[src/rtl/txd_ring_walker.sv]
module txd_ring_walker #(
  parameter int ADDR_W      = 32,
  parameter int DESC_STRIDE = 8
) (
  input  logic              clk,
  input  logic              rst_n,
  input  logic [ADDR_W-1:0] ring_base,
  input  logic              poll,
  output logic              mem_req,
  output logic [ADDR_W-1:0] mem_addr,
  input  logic              mem_rvalid,
  input  logic [15:0]       mem_rdata,
  output logic              seg_valid,
  input  logic              seg_ready,
  output logic [31:0]       seg_addr,
  output logic [15:0]       seg_len,
  output logic              seg_last,
  output logic              seg_crc,
  output logic              seg_crc_inv,
  output logic              ring_empty,
  output logic              desc_err
);

  localparam int B_RDY  = 15;
  localparam int B_WRAP = 13;
  localparam int B_LAST = 11;
  localparam int B_CRC  = 10;
  localparam int B_BAD  = 9;

  typedef enum logic [1:0] {S_IDLE, S_REQ, S_WAIT, S_ISSUE} state_t;

  state_t            st;
  logic [1:0]        wcnt;
  logic [ADDR_W-1:0] off;
  logic [15:0]       ctrl_q, len_q, hi_q, lo_q;
  logic              empty_q, err_q;
  logic              accept;

  assign accept      = (st == S_ISSUE) && seg_ready;
  assign mem_req     = (st == S_REQ);
  assign mem_addr    = ring_base + off + ADDR_W'({wcnt, 1'b0});
  assign seg_valid   = (st == S_ISSUE);
  assign seg_addr    = {hi_q, lo_q};
  assign seg_len     = len_q;
  assign seg_last    = ctrl_q[B_LAST];
  assign seg_crc     = ctrl_q[B_LAST] & (ctrl_q[B_CRC] | ctrl_q[B_BAD]);
  assign seg_crc_inv = ctrl_q[B_LAST] & ctrl_q[B_BAD];
  assign ring_empty  = empty_q;
  assign desc_err    = err_q;

  always_ff @(posedge clk) begin
    if (!rst_n) begin
      st      <= S_IDLE;
      wcnt    <= '0;
      off     <= '0;
      ctrl_q  <= '0;
      len_q   <= '0;
      hi_q    <= '0;
      lo_q    <= '0;
      empty_q <= 1'b0;
      err_q   <= 1'b0;
    end else begin
      empty_q <= 1'b0;
      err_q   <= 1'b0;
      unique case (st)
        S_IDLE: if (poll) begin
          wcnt <= '0;
          st   <= S_REQ;
        end
        S_REQ: st <= S_WAIT;
        S_WAIT: if (mem_rvalid) begin
          unique case (wcnt)
            2'd0: begin
              ctrl_q <= mem_rdata;
              if (!mem_rdata[B_RDY]) begin
                empty_q <= 1'b1;
                st      <= S_IDLE;
              end else begin
                wcnt <= 2'd1;
                st   <= S_REQ;
              end
            end
            2'd1: begin len_q <= mem_rdata; wcnt <= 2'd2; st <= S_REQ; end
            2'd2: begin hi_q  <= mem_rdata; wcnt <= 2'd3; st <= S_REQ; end
            default: begin
              lo_q <= mem_rdata;
              if (|mem_rdata[1:0]) begin
                err_q <= 1'b1;
                st    <= S_IDLE;
              end else begin
                st <= S_ISSUE;
              end
            end
          endcase
        end
        S_ISSUE: if (seg_ready) begin
          off  <= ctrl_q[B_WRAP] ? '0 : off + ADDR_W'(DESC_STRIDE);
          wcnt <= '0;
          st   <= S_REQ;
        end
        default: st <= S_IDLE;
      endcase
    end
  end

  AST_REQ_SINGLE: assert property (@(posedge clk) disable iff (!rst_n)
    mem_req |=> !mem_req);
  AST_SEG_HOLD: assert property (@(posedge clk) disable iff (!rst_n)
    seg_valid && !seg_ready |=> seg_valid && $stable(seg_addr) && $stable(seg_len) && $stable(seg_last));
  AST_NO_FETCH_STALL: assert property (@(posedge clk) disable iff (!rst_n)
    seg_valid |-> !mem_req);
  AST_POS_ON_ACCEPT: assert property (@(posedge clk) disable iff (!rst_n)
    !accept |=> $stable(off));
  AST_EMPTY_PULSE: assert property (@(posedge clk) disable iff (!rst_n)
    ring_empty |=> !ring_empty && !seg_valid);
  AST_ALIGNED_OUT: assert property (@(posedge clk) disable iff (!rst_n)
    seg_valid |-> seg_addr[1:0] == 2'b00);
  AST_ERR_PULSE: assert property (@(posedge clk) disable iff (!rst_n)
    desc_err |=> !desc_err && !seg_valid);
  AST_CRC_ONLY_LAST: assert property (@(posedge clk) disable iff (!rst_n)
    seg_valid && !seg_last |-> !seg_crc && !seg_crc_inv);
  AST_INV_NEEDS_CRC: assert property (@(posedge clk) disable iff (!rst_n)
    seg_crc_inv |-> seg_crc);

endmodule

[config.mk]
export PLATFORM = sky130hd
export DESIGN_NAME = txd_ring_walker
export DESIGN_NICKNAME = d
export VERILOG_FILES = /design/src/rtl/txd_ring_walker.sv
export SDC_FILE = /design/constraint.sdc
export NUM_CORES = 1
export LEC_CHECK = 0
export CORE_ASPECT_RATIO = 2
export CORE_MARGIN = 5
export CORE_UTILIZATION = 55
export CTS_BUF_LIST = sky130_fd_sc_hd__clkbuf_4 sky130_fd_sc_hd__clkbuf_8 sky130_fd_sc_hd__clkbuf_16
export CTS_CLUSTER_SIZE = 30
export DETAILED_ROUTE_END_ITERATION = 8
export DONT_BUFFER_PORTS = 1
export GPL_TIMING_DRIVEN = 0
export PLACE_DENSITY = 0.69
export SLEW_MARGIN = 20
export SYNTH_ARGS = -nofsm -noshare
export SYNTH_HDL_FRONTEND = slang
export SYNTH_SLANG_ARGS = --single-unit
[constraint.sdc]
create_clock -name clk -period 3.95 [get_ports clk]
set_clock_uncertainty 0.2 [all_clocks]
set_input_delay 0.79 -clock clk [delete_from_list [all_inputs] [get_ports clk]]
set_output_delay 0.79 -clock clk [all_outputs]
set_load 0.03 [all_outputs]
==> results.toml, run 1 <==
[sta]
setup_viol = 5
setup_repair_after_global_routing_missed_its_margin = "true"
fmax_mhz = 250
worst-slew-pin-transition_ns = 0.742
slew_violations = 0
final-hold-violation-count = 0
final_period_minus_worst_setup_slack_ns = 3.99
maxSlewHeadroom = 0.502
layout_worst_path_cycle_share = 1.01
totalNegativeSetupSlack_ns = -0.134
final.setup.worst_slack_ns = -0.0442

[route]
antenna_violating_nets_post_route = 0
drcViolationCount = 0
routedWlPerCell_um = 20.5
detailroute.via_count = 5493
drt_wl_total_um = 18400
drt_iter0_drc = 231
detailedRoute.firstPassIterationCount = 6
vias_per_cell = 6.14

[placed_design]
port-buffer-count = 0
pre_cts_ws_ns = -0.544
placed_cells = 849
globalplace.congestion = 0.925
dpl.hpwl_um = 13300

[critical_path]
path_max_fanout = 3
worst_setup_path_end_kind = "output port"
reg2reg_slack_ns = 1.27
cp_slowest_cell = "sky130_fd_sc_hd__xor2_2"
critPathKind = "in2out"
critPathArrivalTime_ns = 3.00
critPathMaxStageDelay_ns = 0.39
crit_required_ns = 2.96
critPathLaunchType = "input port"
crit_path_cell_chain = "ha_4, fa_2, a21o_1, a221oi_2, o21ai_1, a221oi_2, o21ai_1, xor2_2"

[global_routing]
grt.overflow.total = 0
gr-usage-met1 = 0.218
grt_start_max_net_pins = 17
grt_first_pass_wirelength_um = 28000
grt_pass1_vias = 5788
track_usage = 0.265
grt_busiest_layer = "met2"
met2_usage = 0.521
grt.met3_usage = 0.0650
antenna_violations_before_repair = 0

[logic_synthesis]
syn_area_mm2 = 0.00587
synth_ff_type = "sky130_fd_sc_hd__dfxtp_1"
async_reset_ff_frac = 0
ys.warnings.count = 0
synth-edff-count = 0
syn-instance-count = 712
synth_nets = 835
ys_ff_latch = 87
yosysUniqueCellTypes = 74
synth.avg_cell_area_um2 = 8.25
synth.yosys.seq_area_share = 0.297

[clock_network]
tritoncts_clock_tree = "done"
cts-root-to-sink-buffers = 2
ctsHtreeMaxLevel = 3
clk_root_buffer_cell = "sky130_fd_sc_hd__clkbuf_16"
cts_buffers = 9
insertion_delay_ns = 0.33
cts_hold_repair.buffers = 0
worst_setup_hold_path_clk_slew_ns = 0.06
clkSinkCount = 87

[finish]
post_route_cells_drive_above_1_share = 0.224
finalNetCount = 876
antenna_cells_inserted = 0
fin_cells = 895
syn_to_final_growth_pct = 28.9
finalCoreUtilization = 0.722

[power_and_ir_drop]
cellPowerDensity_mw_per_mm2 = 277
power.leakage_uw = 0.00284
p_total_uw = 2090
ir_worst_vdd_uv = 347

[floorplanning]
floorplan.rows = 53
initial_core_util = 0.560
die_area_mm2 = 0.0130
core_region_area_mm2 = 0.0105
io_pins = 140
die_y_um = 156
die_x_um = 83.1

[job]
drv_cap = 0

[run_status]
run_status = "finished with violations"
violations = "negative setup slack"

[worst_hold_path]
hp-class = "reg2reg"
metal layers:
| metal | part of all wire | wire length [µm] |
|---|---|---|
| met1 | 0.32 | 5850 |
| met2 | 0.57 | 10500 |
| met3 | 0.057 | 1050 |
| met4 | 0.055 | 1020 |
| met5 | 0 | 0 |
worst max-delay path: cells and delay by family:
kind | cells | cell delay [ns]
AO/OA/AOI/OAI | 5 | 1.26
XOR/XNOR | 1 | 0.39
adder cells (fa/ha/maj) | 2 | 0.55
sequential cells by signal, summed over array words and instances, names as in the netlist:
signal,cells
off,29
st,2
ring_empty,1
lo_q,16
seg_len,16
desc_err,1
hi_q,16
wcnt,2
ctrl_q,4
path summary, 6_finish.rpt:
path | startpoint | end | cells past startpoint
worst min register to register | off[4]$_SDFFE_PN0P_ | off[4]$_SDFFE_PN0P_ | 2
worst min-delay path | off[4]$_SDFFE_PN0P_ | off[4]$_SDFFE_PN0P_ | 2
worst max-delay path | ring_base[2] | mem_addr[15] | 8
worst max register to register | st[0]$_SDFFE_PN0P_ | off[14]$_SDFFE_PN0P_ | 7
synthesized netlist by cell type, drive strengths merged (12+ instances only):
master | count | area share
nand3 | 24 | 0.020
a21boi | 50 | 0.064
clkbuf | 23 | 0.015
o21ai | 33 | 0.029
inv | 21 | 0.013
xnor2 | 27 | 0.040
ha | 69 | 0.15
nand2 | 130 | 0.084
xor2 | 19 | 0.028
nor2 | 36 | 0.023
a21o | 12 | 0.015
dfxtp | 87 | 0.30
a21oi | 37 | 0.032
cell type report:
type / count / area [µm²]
tap: 137 / 171
buffer: 27 / 136
clock buffer: 9 / 225
clock inverter: 7 / 103
fill: 755 / 2910
multi-input combinational: 573 / 4830
inverter: 21 / 78.8
timing repair buffer: 34 / 263
sequential: 87 / 1750
placed cells by master (no fill, tap or decap), types with 7 or more instances in the layout:
master and instances:
sky130_fd_sc_hd__nand3_1 24, sky130_fd_sc_hd__a21oi_1 32, sky130_fd_sc_hd__or3_1 10, sky130_fd_sc_hd__ha_4 27, sky130_fd_sc_hd__ha_1 37, sky130_fd_sc_hd__nor2_1 35, sky130_fd_sc_hd__nand4_1 10, sky130_fd_sc_hd__xnor2_1 19
sky130_fd_sc_hd__and2_1 7, sky130_fd_sc_hd__nor3_1 7, sky130_fd_sc_hd__dfxtp_1 77, sky130_fd_sc_hd__clkbuf_1 21, sky130_fd_sc_hd__a21boi_0 32, sky130_fd_sc_hd__a21o_1 12, sky130_fd_sc_hd__xor2_1 12, sky130_fd_sc_hd__inv_1 21
sky130_fd_sc_hd__nand2_1 124, sky130_fd_sc_hd__o21ai_0 23, sky130_fd_sc_hd__and3_1 9, sky130_fd_sc_hd__a21boi_1 18, sky130_fd_sc_hd__dfxtp_2 10, sky130_fd_sc_hd__buf_4 33, sky130_fd_sc_hd__clkbuf_16 9
power by group:
part           internal (µW)  switching, µW
clock network            562            362
registers                880           4.45
logic                    109            175
total                   1550            541
through the flow:
stage                     hold slack (ns)  cell area, µm²
after floorplan                     0.270            5950
after global placement              0.290            6120
after detailed placement            0.305            6120
after CTS                           0.313            7240
after global routing                0.320            7570
final                               0.308            7570
what timing repair did:
item	CTS	global route
cloned	0	0
pin swaps	44	37
gates resized for setup	93	47
hold endpoints to repair	0	0
endpoints found under the setup margin	19	19
setup buffers	25	9
cells by family (layout without fill, tap and decap cells):
family	after synthesis	after routing	share of synthesized area
flip-flops	87	87	0.297
AND/OR/NAND/NOR	268	268	0.219
multiplexers	5	5	0.00853
AO/OA/AOI/OAI	183	183	0.220
buffers and inverters	52	98	0.0364
XOR/XNOR	46	46	0.0686
other	1	1	0.000639
adder cells (fa/ha/maj)	70	70	0.150
(Power assumes the default switching activity.)
==> run 2, diff against run 1 <==
Clock period 3.95 ns to 4 ns, I/O delays scaled along.
==> results.toml, run 2 (synthesized netlist as in run 1, its figures left out) <==
[run_status]
run_status = "finished with violations"
violations = "negative setup slack"

[route]
antenna_violating_nets_post_route = 0
drcViolationCount = 0
vias_per_cell = 6.13
detailedRoute.firstPassIterationCount = 7
drt_iter0_drc = 214
routedWlPerCell_um = 20.3
detailroute.via_count = 5483
drt_wl_total_um = 18200

[finish]
antenna_cells_inserted = 0
post_route_cells_drive_above_1_share = 0.226
registers.top_by_ff_count = "off"
finalNetCount = 876
syn_to_final_growth_pct = 28.0
mostFrequentLayoutCell = "sky130_fd_sc_hd__nand2_1"
leading_cell_types_in_the_layout_fill_and_taps_excluded = "124 x sky130_fd_sc_hd__nand2_1, 75 x sky130_fd_sc_hd__dfxtp_1, 35 x sky130_fd_sc_hd__nor2_1, 34 x sky130_fd_sc_hd__buf_4"
finalCoreUtilization = 0.717
largest_register_ffs = 29

[sta]
slew_violations = 0
setup_viol = 2
final_period_minus_worst_setup_slack_ns = 4.02
worst-slew-pin-transition_ns = 0.791
final.setup.worst_slack_ns = -0.0214
final-hold-violation-count = 0
maxSlewHeadroom = 0.469
fmax_mhz = 249
final.hold.worst_slack_ns = 0.311
layout_worst_path_cycle_share = 1.01
setup_repair_after_global_routing_missed_its_margin = "true"

[power_and_ir_drop]
cellPowerDensity_mw_per_mm2 = 264
power.leakage_uw = 0.00281
ir_worst_vdd_uv = 393

[clock_network]
ctsHtreeMaxLevel = 3
tritoncts_clock_tree = "done"
cts-root-to-sink-buffers = 2
clk_root_buffer_cell = "sky130_fd_sc_hd__clkbuf_16"
insertion_delay_ns = 0.34
cts_buffers = 9
clkSinkCount = 87
worst_setup_hold_path_clk_slew_ns = 0.07

[critical_path]
crit_required_ns = 3.00
critPathMaxStageDelay_ns = 0.42
worstReg2RegStart = "st[0]$_SDFFE_PN0P_"
first_element_of_the_critical_path = "ring_base[2]"
delay_heaviest_family_cp = "compound AO/OA/AOI/OAI gates"
path_max_fanout = 3
cp.buffers_inverters = 0
reg2reg_slack_ns = 1.35
critPathKind = "in2out"
critical_path.reg2reg.endpoint = "off[17]$_SDFFE_PN0P_"
critPathArrivalTime_ns = 3.02
critPathLaunchType = "input port"
worst_setup_path_end_kind = "output port"
cp_slowest_cell = "sky130_fd_sc_hd__a211oi_4"
r2r.worst_path.cells = 6
crit_path_cell_chain = "ha_4, fa_2, a21o_1, a221o_1, a211oi_4, or2_1, a311oi_2, xor2_2"

[floorplanning]
initial_core_util = 0.560
io_pins = 140
die_x_um = 83.1
core_region_area_mm2 = 0.0105
floorplan.rows = 53
die_y_um = 156
die_area_mm2 = 0.0130

[worst_hold_path]
min_delay_path_depth = 2
hp-start = "off[16]$_SDFFE_PN0P_"
min_delay_worst_endpoint = "off[16]$_SDFFE_PN0P_"
hp-class = "reg2reg"

[global_routing]
track_usage = 0.267
grt_first_pass_wirelength_um = 28100
gr-usage-met1 = 0.236
grt.overflow.total = 0
met2_usage = 0.537
grt_pass1_vias = 5744
grt_start_max_net_pins = 19
grt.met3_usage = 0.0581
grt_busiest_layer = "met2"
antenna_violations_before_repair = 0

[placed_design]
globalplace.congestion = 0.894
port-buffer-count = 0
dpl.hpwl_um = 13300
pre_cts_ws_ns = -0.537

[job]
drv_cap = 0
[run 2: power breakdown]
group / total, µW / leakage, µW / switching [µW] / internal (µW)
clock network: 828 / 0.000147 / 385 / 442
registers: 873 / 0.000707 / 4.40 / 868
logic: 283 / 0.00195 / 172 / 111
[run 2: worst max-delay path by stage]
stage	cells after the start	slack, ns	to
finish	8	-0.02	mem_addr[25]
global route	8	-0.03	mem_addr[27]
CTS	9	-0.04	mem_addr[29]
detailed placement	9	-0.54	mem_addr[28]
global placement	9	-0.49	mem_addr[28]
floorplan	8	-0.07	mem_addr[15]
[run 2: what timing repair did]
action,4_1_cts,5_1_grt
buffers inserted,25,12
setup endpoints to repair,18,18
pin swaps,44,32
gates cloned,0,1
resized for setup,104,38
hold buffers,0,0
[run 2: worst reg2reg max path: cells and delay by family (launching register included)]
family,cells,cell delay [ns]
simple gates,2,0.28
fa+ha+maj,1,0.51
buf+inv,2,0.91
compound gates,1,0.24
flops,1,0.38
[run 2: cell type report]
cell class / instances / area, µm²
multi-input combinational: 573 / 4810
fill: 774 / 2960
sequential: 87 / 1760
timing repair buffer: 37 / 295
clock buffer: 9 / 225
tap: 137 / 171
buffer: 24 / 103
inverter: 21 / 78.8
clock inverter: 7 / 68.8
[run 2: per-layer routing]
metal,part of all wire,routed length [µm],vias up
li1,-,-,2614
met4,0.064,1170,0
met3,0.053,968,65
met5,0,0,-
met1,0.32,5900,2615
met2,0.56,10200,189
[run 2: through the flow]
stage          power [µW]  TNS, ns  cells  cell area (µm²)
2_1_floorplan        1070  -0.0692    712             5920
3_3_place_gp         1100    -4.08    849             6090
3_5_place_dp         1100    -4.55    849             6090
4_1_cts              1980   -0.136    887             7250
5_1_grt              2070   -0.106    895             7510
6_report             1980  -0.0423    895             7510
